<file path="config.mk">
export PLATFORM = sky130hd
export DESIGN_NAME = cmp_regfile
export DESIGN_NICKNAME = d
export VERILOG_FILES = /design/src/rtl/cmp_pkg.sv /design/src/rtl/cmp_rst_sync.sv /design/src/rtl/cmp_cap_hdr.sv /design/src/rtl/cmp_ras_grp.sv /design/src/rtl/cmp_hdm_grp.sv /design/src/rtl/cmp_regfile.sv
export SDC_FILE = /design/constraint.sdc
export NUM_CORES = 1
export LEC_CHECK = 0
export BUFFER_PORTS_ARGS = -buffer_cell sky130_fd_sc_hd__buf_4
export CAP_MARGIN = 20
export CORE_UTILIZATION = 60
export DETAILED_ROUTE_END_ITERATION = 7
export GPL_ROUTABILITY_DRIVEN = 0
export PLACE_DENSITY_LB_ADDON = 0.12
export SLEW_MARGIN = 10
export SYNTH_ARGS = -nofsm -noshare
export SYNTH_HDL_FRONTEND = slang
export SYNTH_HIERARCHICAL = 1
export SYNTH_SLANG_ARGS = --single-unit
</file>
<file path="constraint.sdc">
create_clock -name clk -period 7.25 [get_ports clk]
set_clock_uncertainty 0.05 [all_clocks]
set_input_delay 1.0875 -clock clk [delete_from_list [all_inputs] [get_ports clk]]
set_output_delay 1.0875 -clock clk [all_outputs]
set_load 0.005 [all_outputs]
</file>
<file path="src/rtl/cmp_pkg.sv">
package cmp_pkg;

  typedef enum logic [1:0] {
    SZ_1B = 2'd0,
    SZ_2B = 2'd1,
    SZ_4B = 2'd2,
    SZ_8B = 2'd3
  } acc_size_e;

  // component kinds
  localparam int KIND_DSP = 0;
  localparam int KIND_DEV = 1;
  localparam int KIND_USP = 2;
  localparam int KIND_T3  = 3;
  localparam int KIND_LD  = 4;
  localparam int KIND_RP  = 5;

  // register group placement
  localparam int RAS_OFS    = 'h100;
  localparam int LINK_OFS   = 'h200;
  localparam int HDM_OFS    = 'h300;
  localparam int XSEC_OFS   = 'h400;
  localparam int SNOOP_OFS  = 'h500;
  localparam int DEC_FIRST  = 'h10;
  localparam int DEC_STRIDE = 'h20;
  localparam int DEC_NREG   = 7;

  // write masks
  localparam logic [31:0] UNC_WM  = 32'h0001_CFFF;
  localparam logic [31:0] COR_WM  = 32'h0000_007F;
  localparam logic [31:0] GCTL_WM = 32'h0000_0003;
  localparam logic [31:0] LO_WM   = 32'hF000_0000;
  localparam logic [31:0] FULL_WM = 32'hFFFF_FFFF;
  localparam logic [31:0] CTRL_WM = 32'h0000_13FF;

  localparam int CTRL_COMMIT = 9;
  localparam int CTRL_DONE   = 10;
  localparam int CTRL_ERR    = 11;

  function automatic int caps_of(input int kind);
    case (kind)
      KIND_DSP, KIND_DEV:         return 2;
      KIND_USP, KIND_T3, KIND_LD: return 3;
      default:                    return 5;
    endcase
  endfunction

  function automatic bit is_device(input int kind);
    return (kind == KIND_DEV) || (kind == KIND_T3) || (kind == KIND_LD);
  endfunction

  function automatic logic [31:0] wmerge(input logic [31:0] wd,
                                         input logic [31:0] old,
                                         input logic [31:0] m);
    return (wd & m) | (old & ~m);
  endfunction

  function automatic logic [3:0] dec_count_enc(input int n);
    return (n <= 1) ? 4'd0 : 4'(n / 2);
  endfunction

  // per-decoder register k write mask
  function automatic logic [31:0] dec_wmask(input int k, input bit dev);
    case (k)
      0, 2:    return LO_WM;
      4:       return CTRL_WM;
      5:       return dev ? LO_WM : FULL_WM;
      default: return FULL_WM;
    endcase
  endfunction

endpackage

</file>
<file path="src/rtl/cmp_rst_sync.sv">
module cmp_rst_sync (
  input  logic clk,
  input  logic rst_n,
  output logic rst_n_sync
);

  logic stage_q;
  logic out_q;

  always_ff @(posedge clk or negedge rst_n) begin
    if (!rst_n) begin
      stage_q <= 1'b0;
      out_q   <= 1'b0;
    end else begin
      stage_q <= 1'b1;
      out_q   <= stage_q;
    end
  end

  assign rst_n_sync = out_q;

endmodule

</file>
<file path="src/rtl/cmp_cap_hdr.sv">
module cmp_cap_hdr
  import cmp_pkg::*;
#(
  parameter int ADDR_W    = 12,
  parameter int COMP_KIND = KIND_T3
) (
  input  logic [ADDR_W-1:0] addr,
  output logic [31:0]       rdata
);

  localparam int NCAP = caps_of(COMP_KIND);

  function automatic logic [31:0] sub_hdr(input int idx);
    case (idx)
      1:       return {12'(RAS_OFS),   4'd2, 16'd2};
      2:       return {12'(LINK_OFS),  4'd2, 16'd4};
      3:       return {12'(HDM_OFS),   4'd1, 16'd5};
      4:       return {12'(XSEC_OFS),  4'd1, 16'd6};
      5:       return {12'(SNOOP_OFS), 4'd1, 16'd8};
      default: return 32'd0;
    endcase
  endfunction

  always_comb begin
    rdata = 32'd0;
    if (addr == '0) begin
      rdata = {8'(NCAP), 4'd1, 4'd1, 16'd1};
    end
    for (int i = 1; i <= 5; i++) begin
      if ((i <= NCAP) && (addr == ADDR_W'(4 * i))) begin
        rdata = sub_hdr(i);
      end
    end
  end

endmodule

</file>
<file path="src/rtl/cmp_ras_grp.sv">
module cmp_ras_grp
  import cmp_pkg::*;
#(
  parameter int ADDR_W = 12
) (
  input  logic              clk,
  input  logic              rst_n,
  input  logic              wr_en,
  input  logic [ADDR_W-1:0] addr,
  input  logic [31:0]       wdata,
  output logic [31:0]       rdata
);

  localparam logic [ADDR_W-1:0] A_UNC_STAT = ADDR_W'(RAS_OFS + 'h00);
  localparam logic [ADDR_W-1:0] A_UNC_MASK = ADDR_W'(RAS_OFS + 'h04);
  localparam logic [ADDR_W-1:0] A_UNC_SEV  = ADDR_W'(RAS_OFS + 'h08);
  localparam logic [ADDR_W-1:0] A_COR_STAT = ADDR_W'(RAS_OFS + 'h0C);
  localparam logic [ADDR_W-1:0] A_COR_MASK = ADDR_W'(RAS_OFS + 'h10);
  localparam logic [ADDR_W-1:0] A_CAP_CTL  = ADDR_W'(RAS_OFS + 'h14);

  logic [31:0] unc_mask_q, unc_mask_d;
  logic [31:0] unc_sev_q,  unc_sev_d;
  logic [31:0] cor_mask_q, cor_mask_d;
  logic        unc_mask_en, unc_sev_en, cor_mask_en;

  // next-state
  always_comb begin
    unc_mask_en = wr_en && (addr == A_UNC_MASK);
    unc_sev_en  = wr_en && (addr == A_UNC_SEV);
    cor_mask_en = wr_en && (addr == A_COR_MASK);
    unc_mask_d  = wmerge(wdata, unc_mask_q, UNC_WM);
    unc_sev_d   = wmerge(wdata, unc_sev_q,  UNC_WM);
    cor_mask_d  = wmerge(wdata, cor_mask_q, COR_WM);
  end

  always_ff @(posedge clk or negedge rst_n) begin
    if (!rst_n) begin
      unc_mask_q <= UNC_WM;
      unc_sev_q  <= UNC_WM;
      cor_mask_q <= COR_WM;
    end else begin
      if (unc_mask_en) unc_mask_q <= unc_mask_d;
      if (unc_sev_en)  unc_sev_q  <= unc_sev_d;
      if (cor_mask_en) cor_mask_q <= cor_mask_d;
    end
  end

  always_comb begin
    case (addr)
      A_UNC_MASK: rdata = unc_mask_q;
      A_UNC_SEV:  rdata = unc_sev_q;
      A_COR_MASK: rdata = cor_mask_q;
      A_UNC_STAT, A_COR_STAT, A_CAP_CTL: rdata = 32'd0;
      default:    rdata = 32'd0;
    endcase
  end

  AST_RAS_RESERVED_HELD: assert property (@(posedge clk) disable iff (!rst_n)
    1'b1 |=> ((unc_mask_q & ~UNC_WM) == ($past(unc_mask_q) & ~UNC_WM)));

  AST_COR_RESERVED_ZERO: assert property (@(posedge clk) disable iff (!rst_n)
    cor_mask_en |=> ((cor_mask_q & ~COR_WM) == 32'd0));

endmodule

</file>
<file path="src/rtl/cmp_hdm_grp.sv">
module cmp_hdm_grp
  import cmp_pkg::*;
#(
  parameter int ADDR_W  = 12,
  parameter int NUM_DEC = 1,
  parameter bit PRESENT = 1'b1,
  parameter bit IS_DEV  = 1'b1
) (
  input  logic              clk,
  input  logic              rst_n,
  input  logic              wr_en,
  input  logic [ADDR_W-1:0] addr,
  input  logic [31:0]       wdata,
  output logic [31:0]       rdata
);

  localparam logic [ADDR_W-1:0] A_CAP  = ADDR_W'(HDM_OFS);
  localparam logic [ADDR_W-1:0] A_GCTL = ADDR_W'(HDM_OFS + 'h04);
  localparam logic [31:0] CAP_WORD =
    {21'd0, 1'b0, 1'b1, 1'b1, 4'd1, dec_count_enc(NUM_DEC)};

  logic        grp_we;
  logic [31:0] gctl_q, gctl_d;
  logic        gctl_en;
  logic [31:0] dec_rd  [NUM_DEC][DEC_NREG];
  logic        dec_hit [NUM_DEC][DEC_NREG];

  assign grp_we = PRESENT && wr_en;

  always_comb begin
    gctl_en = grp_we && (addr == A_GCTL);
    gctl_d  = wmerge(wdata, gctl_q, GCTL_WM);
  end

  always_ff @(posedge clk or negedge rst_n) begin
    if (!rst_n) begin
      gctl_q <= 32'd0;
    end else if (gctl_en) begin
      gctl_q <= gctl_d;
    end
  end

  for (genvar i = 0; i < NUM_DEC; i++) begin : g_dec
    for (genvar k = 0; k < DEC_NREG; k++) begin : g_reg
      localparam logic [ADDR_W-1:0] A_REG =
        ADDR_W'(HDM_OFS + DEC_FIRST + i * DEC_STRIDE + k * 4);
      localparam logic [31:0] WM = dec_wmask(k, IS_DEV);

      logic [31:0] reg_q, reg_d, merged;
      logic        reg_en;

      always_comb begin
        reg_en = grp_we && (addr == A_REG);
        merged = wmerge(wdata, reg_q, WM);
        reg_d  = merged;
        if ((k == 4) && merged[CTRL_COMMIT]) begin
          reg_d[CTRL_COMMIT] = 1'b0;
          reg_d[CTRL_ERR]    = 1'b0;
          reg_d[CTRL_DONE]   = 1'b1;
        end
      end

      always_ff @(posedge clk or negedge rst_n) begin
        if (!rst_n) begin
          reg_q <= 32'd0;
        end else if (reg_en) begin
          reg_q <= reg_d;
        end
      end

      assign dec_rd[i][k]  = reg_q;
      assign dec_hit[i][k] = (addr == A_REG);

      if (k == 4) begin : g_ctl_chk
        AST_COMMIT_ACK: assert property (@(posedge clk) disable iff (!rst_n)
          (reg_en && wdata[CTRL_COMMIT]) |=>
            (reg_q[CTRL_DONE] && !reg_q[CTRL_COMMIT] && !reg_q[CTRL_ERR]));

        AST_COMMITTED_STICKY: assert property (@(posedge clk) disable iff (!rst_n)
          reg_q[CTRL_DONE] |=> reg_q[CTRL_DONE]);
      end
    end
  end

  always_comb begin
    rdata = 32'd0;
    if (PRESENT) begin
      if (addr == A_CAP)  rdata = CAP_WORD;
      if (addr == A_GCTL) rdata = gctl_q;
      for (int i = 0; i < NUM_DEC; i++) begin
        for (int k = 0; k < DEC_NREG; k++) begin
          if (dec_hit[i][k]) rdata = dec_rd[i][k];
        end
      end
    end
  end

endmodule

</file>
<file path="src/rtl/cmp_regfile.sv">
module cmp_regfile
  import cmp_pkg::*;
#(
  parameter int ADDR_W    = 12,
  parameter int COMP_KIND = KIND_T3,
  parameter int NUM_DEC   = 1
) (
  input  logic              clk,
  input  logic              rst_n,
  input  logic              req_valid,
  input  logic              req_we,
  input  logic [ADDR_W-1:0] req_addr,
  input  logic [1:0]        req_size,
  input  logic [31:0]       req_wdata,
  output logic              rsp_valid,
  output logic [31:0]       rsp_rdata,
  output logic              rsp_err
);

  localparam bit HAS_HDM = caps_of(COMP_KIND) >= 3;
  localparam bit DEV     = is_device(COMP_KIND);

  logic        rst_ni;
  logic        aligned, size_ok, good, bad, rd_go, wr4_go, is8;
  logic [31:0] cap_rd, ras_rd, hdm_rd;
  logic        valid_d, err_d;
  logic [31:0] rdata_d;
  logic        valid_q, err_q;
  logic [31:0] rdata_q;

  cmp_rst_sync i_rst_sync (
    .clk        (clk),
    .rst_n      (rst_n),
    .rst_n_sync (rst_ni)
  );

  // request qualification
  always_comb begin
    aligned = (req_addr[1:0] == 2'b00);
    is8     = (req_size == SZ_8B);
    size_ok = (req_size == SZ_4B) || is8;
    good    = req_valid && aligned && size_ok;
    bad     = req_valid && !(aligned && size_ok);
    rd_go   = good && !req_we;
    wr4_go  = good && req_we && !is8;
  end

  cmp_cap_hdr #(
    .ADDR_W    (ADDR_W),
    .COMP_KIND (COMP_KIND)
  ) i_cap (
    .addr  (req_addr),
    .rdata (cap_rd)
  );

  cmp_ras_grp #(
    .ADDR_W (ADDR_W)
  ) i_ras (
    .clk   (clk),
    .rst_n (rst_ni),
    .wr_en (wr4_go),
    .addr  (req_addr),
    .wdata (req_wdata),
    .rdata (ras_rd)
  );

  cmp_hdm_grp #(
    .ADDR_W  (ADDR_W),
    .NUM_DEC (NUM_DEC),
    .PRESENT (HAS_HDM),
    .IS_DEV  (DEV)
  ) i_hdm (
    .clk   (clk),
    .rst_n (rst_ni),
    .wr_en (wr4_go),
    .addr  (req_addr),
    .wdata (req_wdata),
    .rdata (hdm_rd)
  );

  // response next-state
  always_comb begin
    valid_d = rd_go;
    err_d   = bad;
    rdata_d = is8 ? 32'd0 : (cap_rd | ras_rd | hdm_rd);
  end

  always_ff @(posedge clk or negedge rst_ni) begin
    if (!rst_ni) begin
      valid_q <= 1'b0;
      err_q   <= 1'b0;
      rdata_q <= 32'd0;
    end else begin
      valid_q <= valid_d;
      err_q   <= err_d;
      if (rd_go) rdata_q <= rdata_d;
    end
  end

  assign rsp_valid = valid_q;
  assign rsp_err   = err_q;
  assign rsp_rdata = rdata_q;

  AST_RSP_AFTER_READ: assert property (@(posedge clk) disable iff (!rst_ni)
    rsp_valid |-> $past(req_valid && !req_we));

  AST_ERR_NOT_VALID: assert property (@(posedge clk) disable iff (!rst_ni)
    rsp_err |-> !rsp_valid);

  AST_WIDE_WRITE_SILENT: assert property (@(posedge clk) disable iff (!rst_ni)
    (req_valid && req_we && aligned && is8) |=> (!rsp_err && !rsp_valid));

endmodule

</file>
After elaboration in Yosys (flattened, before gate mapping)
Cells that the tools add are included.

Add/sub/neg operators: 0. $mul: 0. Divide/modulo/power cells: 0. Order comparisons: 0. Equality and inequality tests: 17. Shifts and indexed selects: 0. Muxes and demuxes: 16. Bitwise gates (word level): 10. Reduce and logical (&&, ||, !) cells: 24.

Operators with widths (count): 32-bit 2-to-1 mux (12); 12-bit by 10-bit == test with 1-bit output, second input constant (9); 32-bit by 28-bit OR with 32-bit output (3); 32-bit case mux with 3 select lines (1); 17-bit by 32-bit OR with 32-bit output (2); 32-bit OR (2); 12-bit by 9-bit == test with 1-bit output, second input constant (3); 13-bit by 32-bit OR with 32-bit output (1); 2-bit by 32-bit OR with 32-bit output (1); 7-bit by 32-bit OR with 32-bit output (1); 26-bit 2-to-1 mux (1); 12-bit by 4-bit == test with 1-bit output, second input constant (2); 1-bit logical AND (18); 12-bit by 3-bit == test with 1-bit output, second input constant (1); 12-bit zero test (1); 10-bit 2-to-1 mux (1); 2-bit == test, second input constant (2); 1-bit zero test (3); 3-bit 2-to-1 mux (1); 2-bit zero test (1); 1-bit logical OR (1).

Flip-flop bits (word level): 388. Bits in latches: 0. RAM bits: 0. ROM bits: 0. Input bits: 50. Output and inout port bits: 34. Word-level logic and storage cells: 83. Memories kept: 0.

Longest topological paths before layout
Gate-level depths: netlist of the first run.

Depth after elaboration: 12. Gate-level depth with buffers: 9. Depth with buffers taken out: 6.

Hierarchy
The synthesis of the first run kept the hierarchy.

By module, submodules not included: cmp_hdm_grp (instances 1, cells an instance 426, area each 5788.1 um^2, seq. area each 3027.9 um^2); cmp_ras_grp (instances 1, cells an instance 168, area each 2043.2 um^2, seq. area each 972.2 um^2); cmp_regfile (instances 1, cells an instance 110, area each 1745.4 um^2, seq. area each 850.8 um^2); cmp_cap_hdr (instances 1, cells an instance 44, area each 350.3 um^2, seq. area each 0.0 um^2); cmp_rst_sync (instances 1, cells an instance 3, area each 53.8 um^2, seq. area each 50.0 um^2).

Worst setup path after synthesis of the first run
Ideal clock, no wire load.

Path kind: in2reg. Start: input req_addr[0]. End: register i_ras.unc_mask_q[10]. Arrival: 3.070 ns. Slack: 4.048 ns. Cell stages on the path: 6. Buffers on the path: 1. Path through: nand4bb_4 -> nor3b_1 -> or4bb_1 -> nor4_4 -> buf_6 -> mux2_2.

Cells in the longest elaborated chain, start to end: 6. Elaborated cells on any way between the ends: 7.

Ends and longest elaborated chain: start, declared (RTL line cmp_regfile.sv:12) `input logic [ADDR_W-1:0] req_addr,`; 2-bit zero test (RTL line cmp_regfile.sv:39) `aligned = (req_addr[1:0] == 2'b00);`; 1-bit logical AND (2 in series) (RTL line cmp_regfile.sv:42) `good = req_valid && aligned && size_ok;`; 1-bit logical AND (2 in series) (RTL line cmp_regfile.sv:45) `wr4_go = good && req_we && !is8;`; net wr4_go (RTL line cmp_regfile.sv:24) `logic aligned, size_ok, good, bad, rd_go, wr4_go, is8;`; 1-bit logical AND (RTL line cmp_ras_grp.sv:28) `unc_mask_en = wr_en && (addr == A_UNC_MASK);`; end signal, assigned (RTL line cmp_ras_grp.sv:42) `if (unc_mask_en) unc_mask_q <= unc_mask_d;`; end, declared (RTL line cmp_ras_grp.sv:21) `logic [31:0] unc_mask_q, unc_mask_d;`.

The timed path passes the listed nets, and every way through them passes these cells. A chain may end at the register's enable or synchronous reset.

Worst setup path in the final report of the first run
Start: input req_addr[0]. End: register i_hdm.g_dec[0].g_reg[6].reg_q[14].

Cells in the longest elaborated chain, start to end: 6. Elaborated cells on any way between the ends: 7.

Ends and longest elaborated chain: 2-bit zero test (RTL line cmp_regfile.sv:39); 1-bit logical AND (2 in series) (RTL line cmp_regfile.sv:42); 1-bit logical AND (2 in series) (RTL line cmp_regfile.sv:45); net wr4_go (RTL line cmp_regfile.sv:24); 1-bit logical AND (RTL line cmp_hdm_grp.sv:53) `reg_en = grp_we && (addr == A_REG);`; end signal, assigned (RTL line cmp_hdm_grp.sv:67) `reg_q <= reg_d;`; end, declared (RTL line cmp_hdm_grp.sv:49) `logic [31:0] reg_q, reg_d, merged;`.

The timed path passes the listed nets, and every way through them passes these cells.

==> impl_metrics.toml, run 1 <==
[run_status]
status = "complete, no violations"

[synth]
synth_edf_count = 0
synth.distinct_cells = 61
ys_seq_area_share_pct = 49.10
synthTopCellsByArea = "dfrtp_1 39%, mux2_2 15%, dfstp_2 9.7%"
syn_area_um2 = 9981
yosysWarnings = 6
yosysTopAreaCell = "dfrtp_1"
syn-instance-count = 751
synth_top_area_share_pct = 39.36
synth_seq_cells = 194
synth_ff_type = "dfrtp_1"
synth_area_per_cell_um2 = 13.29
async_flop_share_pct = 100.0

[worst_setup_path]
critPathBufInv = 2
start_kind = "input port"
worstRegToRegCells = 1
crit_top_cell = "buf_4"
required_ns = 7.52
crit_arrival_ns = 4.08
path_class = "input port to flop"
max_stage_delay_ns = 0.69
setup.worst_path.start = "req_addr[0]"
end_kind = "flop"
crit_family = "simple AND/OR/NAND/NOR gates"
cp_cell_sequence = "buf_4, nand4bb_4, nor3b_1, nand3_2, nor3_4, buf_4, mux2_2"
crit_fanout = 21
slowest_stage = "nor3b_1"
critPathCapture = "i_hdm/g_dec[0].g_reg[6].reg_q[14]"
cp.depth = 7
rr_endpoint = "i_hdm/g_dec[0].g_reg[3].reg_q[25]"
regToRegStartpoint = "i_rst_sync/rst_n_sync"
ff2ff_setup_slack_ns = 5.29

[detailed_routing]
drc = 0
drtPass1Iterations = 5
vias = 6363
post_drt_wl_per_cell_um = 21.60
viasPerCell = 6.089
antenna_left = 0
drt-initial-drc-count = 446
routed_wl_mm = 22.57

[floorplan]
core_area_um2 = 16060
ios = 84
start_util_pct = 62.16
die_height_um = 131.0
die_width_um = 131.0
design.die.area_um2 = 17150
num_rows = 46

[clock_network]
cts-root-buf = "clkbuf_16"
post_cts_buffers = 0
ctsResizeCount = 0
cts_made_buffers = 17
path_clk_slew_ns = 0.07
clockBufferDepth = 2
cts_tree = "yes"
clkSinkCount = 194
htreeDepth = 4
clock_latency_ns = 0.44
hold_buffers = 0

[cells_and_area]
fin_util_pct = 68.72
fin_nets = 866
finalInstanceArea_um2 = 11030
diodes = 0
area_growth_pct = 10.56
drive_gt1_share_pct = 46.44
instances_no_fill = 1045
fillers = 1180

[timing]
setup_viol_count_final = 0
slew_viol_final = 0
setup_slack_ns = 3.442
min_period_ns = 3.808
fin_crit_sh_pct = 52.52
fmax_mhz = 262.6
tns_ns = 0
worst_slew_pin_slew_ns = 1.024
slew_headroom_pct = 31.61
hold_viol_final = 0
rsz0062_at_grt = "false"

[placed_design]
place_ws_ns = 3.084
dp.cells = 1012
hpwl_mm = 14.73
numPortBuffers = 83
placed_cell_area_um2 = 10440

[grt]
first_global_vias = 6654
grt_max_degree = 78
grt_pass1_wl_mm = 35.98
grt_remaining_overflow = 0
antenna_found_initial = 0
grt_use_total_pct = 28.37

[power_and_ir_drop]
ir_drop_v = 0.0001690
p_leak_nw = 5.128
power_density_nw_per_um2 = 209.2

[job]
maxCapViolations = 0

[hold_path]
hp-class = "flop to flop"
==> cells in the final DEF (no fill, tap or decap), types with 4 or more instances in the layout <==
cell type   Yosys  layout
nor2_1         21      20
nor2b_1         4       4
nor4_4          6       6
o2bb2ai_1       5       5
a21oi_1        28      28
conb_1          3      40
dfrtp_1       157     156
o22ai_1         4       4
o32ai_1         4       4
a222oi_1        9       9
clkbuf_16       0      17
o31ai_1         6       6
o31a_1         32      32
nand2_1        34      34
buf_4          46      92
nor4_2          8       8
inv_1          14      14
clkinvlp_4      0       4
a21o_1          8       8
a22o_1          6       6
dfstp_2        37      37
mux2_4         59      59
nand3b_1       14      14
a22oi_1        22      22
mux2_2        134     134
inv_6           0       5
==> cell type report <==
type	instances	area [um2]	share of cell area, %
clock buffer	18	439.2	3.980
inverter	14	52.55	0.4762
timing repair buffer	94	713.2	6.463
tap	216	270.3	2.449
sequential	194	4905	44.45
clock inverter	14	142.6	1.293
multi-input combinational	495	4512	40.89
==> kinds of logic after synthesis <==
logic type / synth area share (%)
muxes: 24.22
DFF: 49.10
AOI/OAI and AO/OA: 9.916
and+or+nand+nor: 9.452
buffers and inverters: 7.108
other: 0.1128
xor gates and xnor gates: 0.08777
==> metal layers <==
layer	wire, um	vias up	track usage, %
met2	11140	191	46.09
met5	0	-	0
li1	-	2814	-
met3	1061	37	5.822
met1	9885	3321	37.74
met4	486	0	10.41
==> worst min-delay path by stage <==
stage / startpoint / endpoint / slack (ns) / cells past startpoint
2_1_floorplan: i_rst_sync/stage_q / i_rst_sync/rst_n_sync / 0.28 / 0
3_3_place_gp: i_rst_sync/stage_q / i_rst_sync/rst_n_sync / 0.29 / 0
3_5_place_dp: i_rst_sync/stage_q / i_rst_sync/rst_n_sync / 0.29 / 0
4_1_cts: i_rst_sync/stage_q / i_rst_sync/rst_n_sync / 0.31 / 0
5_1_grt: i_rst_sync/stage_q / i_rst_sync/rst_n_sync / 0.33 / 0
6_report: i_rst_sync/stage_q / i_rst_sync/rst_n_sync / 0.31 / 0
==> synthesized netlist by cell type, types with 4 or more instances <==
master / number
o2bb2ai_1: 5
a21oi_1: 28
buf_2: 12
mux2_4: 59
dfstp_2: 37
o31ai_1: 6
o22ai_1: 4
nor2_1: 21
nor4_2: 8
nand3b_1: 14
a21o_1: 8
o31a_1: 32
nand2_1: 34
nor4_4: 6
o32ai_1: 4
a222oi_1: 9
inv_1: 14
buf_4: 46
buf_12: 6
nor2b_1: 4
buf_6: 7
clkbuf_1: 11
a22o_1: 6
mux2_2: 134
a22oi_1: 22
dfrtp_1: 157
==> power by group <==
part / internal, mW / switching (mW) / leakage (nW) / total, mW
sequential: 1.12 / 0.0301 / 2.52 / 1.15
clock: 0.494 / 0.432 / 0.276 / 0.926
combinational: 0.127 / 0.104 / 2.33 / 0.231
==> through the flow <==
| step | power, mW | hold slack (ns) |
|---|---|---|
| 2_1_floorplan | 1.294 | 0.2812 |
| 3_3_place_gp | 1.395 | 0.2875 |
| 3_5_place_dp | 1.403 | 0.2902 |
| 4_1_cts | 2.332 | 0.3095 |
| 5_1_grt | 2.400 | 0.3271 |
| 6_report | 2.309 | 0.3071 |
==> registers in the layout, indices dropped and copies added, names as in the netlist <==
name and cells:
i_hdm/g_dec.g.reg_q 119, i_hdm/gctl_q 2, i_ras/cor_mask_q 7, i_ras/unc_mask_q 15
i_ras/unc_sev_q 15, i_rst_sync/rst_n_sync 1, i_rst_sync/stage_q 1, rsp_err 1
rsp_rdata 32, rsp_valid 1
Note: power is estimated with default switching activity, not from simulation.
==> run 2: changes to the inputs <==
Settings changed: CORE_UTILIZATION 60 to 54.
Clock period 7.25 ns to 3.44 ns, I/O delays scaled along.
==> run 2 against run 1 <==
Against the previous run:
- register-to-register slack lost 3.7 ns
- count of clock-buffer cells in the layout is the same
- final area grew 1.0%
- via count is essentially flat
- total power grew 110%
- clock power grew 110%
- sequential share of layout area shrank 0.45 points
- final cell count grew 2.1%
- die area grew 11%
- critical path depth is the same
- critical path type unchanged
==> impl_metrics.toml, run 2 (synthesized netlist as in run 1, its figures left out) <==
[run_status]
status = "complete, no violations"

[clock_network]
path_clk_slew_ns = 0.07
clock_latency_ns = 0.44
cts_tree = "yes"
clockBufferDepth = 2
htreeDepth = 4
clkSinkCount = 194
cts-root-buf = "clkbuf_16"
cts_made_buffers = 17
ctsResizeCount = 0

[placed_design]
placed_cell_area_um2 = 10560
numPortBuffers = 83
place_ws_ns = 0.5407
hpwl_mm = 15.30

[timing]
worst_slew_pin_slew_ns = 0.8925
setup_slack_ns = 0.9811
min_period_ns = 2.459
slew_viol_final = 0
tns_ns = 0
setup_viol_count_final = 0
fmax_mhz = 406.7
fin_crit_sh_pct = 71.48
rsz0062_at_grt = "false"
hold_viol_final = 0
hold_ws_ns = 0.2649
slew_headroom_pct = 40.50

[grt]
first_global_vias = 6539
grt_max_degree = 101
grt_remaining_overflow = 0
grt_pass1_wl_mm = 36.65
antenna_found_initial = 0
grt_use_total_pct = 25.95

[worst_setup_path]
crit_fanout = 23
crit_arrival_ns = 2.74
start_kind = "input port"
max_stage_delay_ns = 0.72
critPathBufInv = 1
crit_family = "compound AO/OA/AOI/OAI gates"
required_ns = 3.72
crit_top_cell = "a21oi_1"
ff2ff_setup_slack_ns = 1.62
slowest_stage = "or4b_1"
path_class = "input port to flop"
cp_cell_sequence = "buf_4, or4b_1, a21oi_1, a21oi_1, a22o_1, o31a_1, mux2_4"
end_kind = "flop"

[floorplan]
start_util_pct = 55.37
die_height_um = 138.0
ios = 84
core_area_um2 = 18020
num_rows = 49
design.die.area_um2 = 19030
die_width_um = 138.0

[cells_and_area]
final_common_cell = "dfrtp_1"
fillers = 1436
area_growth_pct = 11.70
multi_input_area_um2 = 4512
fin_util_pct = 61.85
drive_gt1_share_pct = 46.90
regArea_um2 = 4905
top_register = "i_hdm/g_dec.g.reg_q"
largest_reg_flops = 119
diodes = 0
fin_nets = 875
finalInstanceArea_um2 = 11150
layout_common_cells = "156 x dfrtp_1, 134 x mux2_2, 99 x buf_4"

[detailed_routing]
viasPerCell = 5.967
drc = 0
vias = 6367
post_drt_wl_per_cell_um = 21.91
drtPass1Iterations = 5
routed_wl_mm = 23.38
drt-initial-drc-count = 417
antenna_left = 0

[power_and_ir_drop]
power_density_nw_per_um2 = 438.0
ir_drop_v = 0.0003427
p_leak_nw = 5.196

[hold_path]
hp-class = "input port to flop"

[job]
maxCapViolations = 0
==> run 2: cell count changes in the layout (fill, tap and decap cells not counted), sizes merged <==
cell | previous run | this run
buf | 94 | 102
clkinvlp | 4 | 1
clkinv | 1 | 3
dlygate4sd3 | 0 | 1
inv | 22 | 23
==> run 2: path summary, 6_finish.rpt <==
path                                                    endpoint  cells past startpoint                              from
worst min register to register             i_rst_sync/rst_n_sync                      0                i_rst_sync/stage_q
worst max register to register                      rsp_rdata[1]                      6  i_hdm/g_dec[0].g_reg[1].reg_q[1]
min in group asynchronous                              rsp_valid                      1             i_rst_sync/rst_n_sync
worst max-delay path                               rsp_rdata[10]                      7                       req_addr[4]
worst min-delay path                                     rsp_err                      2                       req_size[1]
max in group asynchronous       i_hdm/g_dec[0].g_reg[3].reg_q[8]                      1             i_rst_sync/rst_n_sync
==> run 2: final cells by class <==
cell class              count  area share (%)
flip-flops and latches    194           44.00
multi-input cells         495           40.47
repair buffers            103           7.295
clock buffers              18           3.939
well taps                 229           2.570
clock inverters            14           1.257
inverters                  14          0.4714
==> run 2: repair_timing <==
item / in CTS / in global routing
hold endpoints to repair: 2 / 0
hold buffers: 1 / 0
setup buffers: 0 / 0
==> run 2: report_power, final <==
group	internal (mW)	switching [mW]
clock	1.04	0.915
sequential	2.36	0.0572
combinational	0.273	0.232
==> run 2: metrics by stage <==
stage                     total power [mW]  cells
after floorplan                      2.728    788
after global placement               2.953   1034
after detailed placement             2.969   1034
after CTS                            4.929   1067
after global routing                 5.069   1067
final                                4.883   1067
==> run 2: worst register-to-register path, cell delays in order (launching register included) <==
cell	delay, ns
dfrtp_1	0.38
mux2_2	0.27
a31oi_1	0.22
o31ai_1	0.09
a22o_1	0.20
o31a_1	0.25
mux2_4	0.25
==> run 2: routing by layer <==
layer | up-vias | wire length, um | GRT usage, %
li1 | 2838 | - | -
met1 | 3313 | 10230 | 34.12
met2 | 178 | 11520 | 42.42
met3 | 38 | 1002 | 4.130
met4 | 0 | 621 | 11.29
met5 | - | 0 | 0
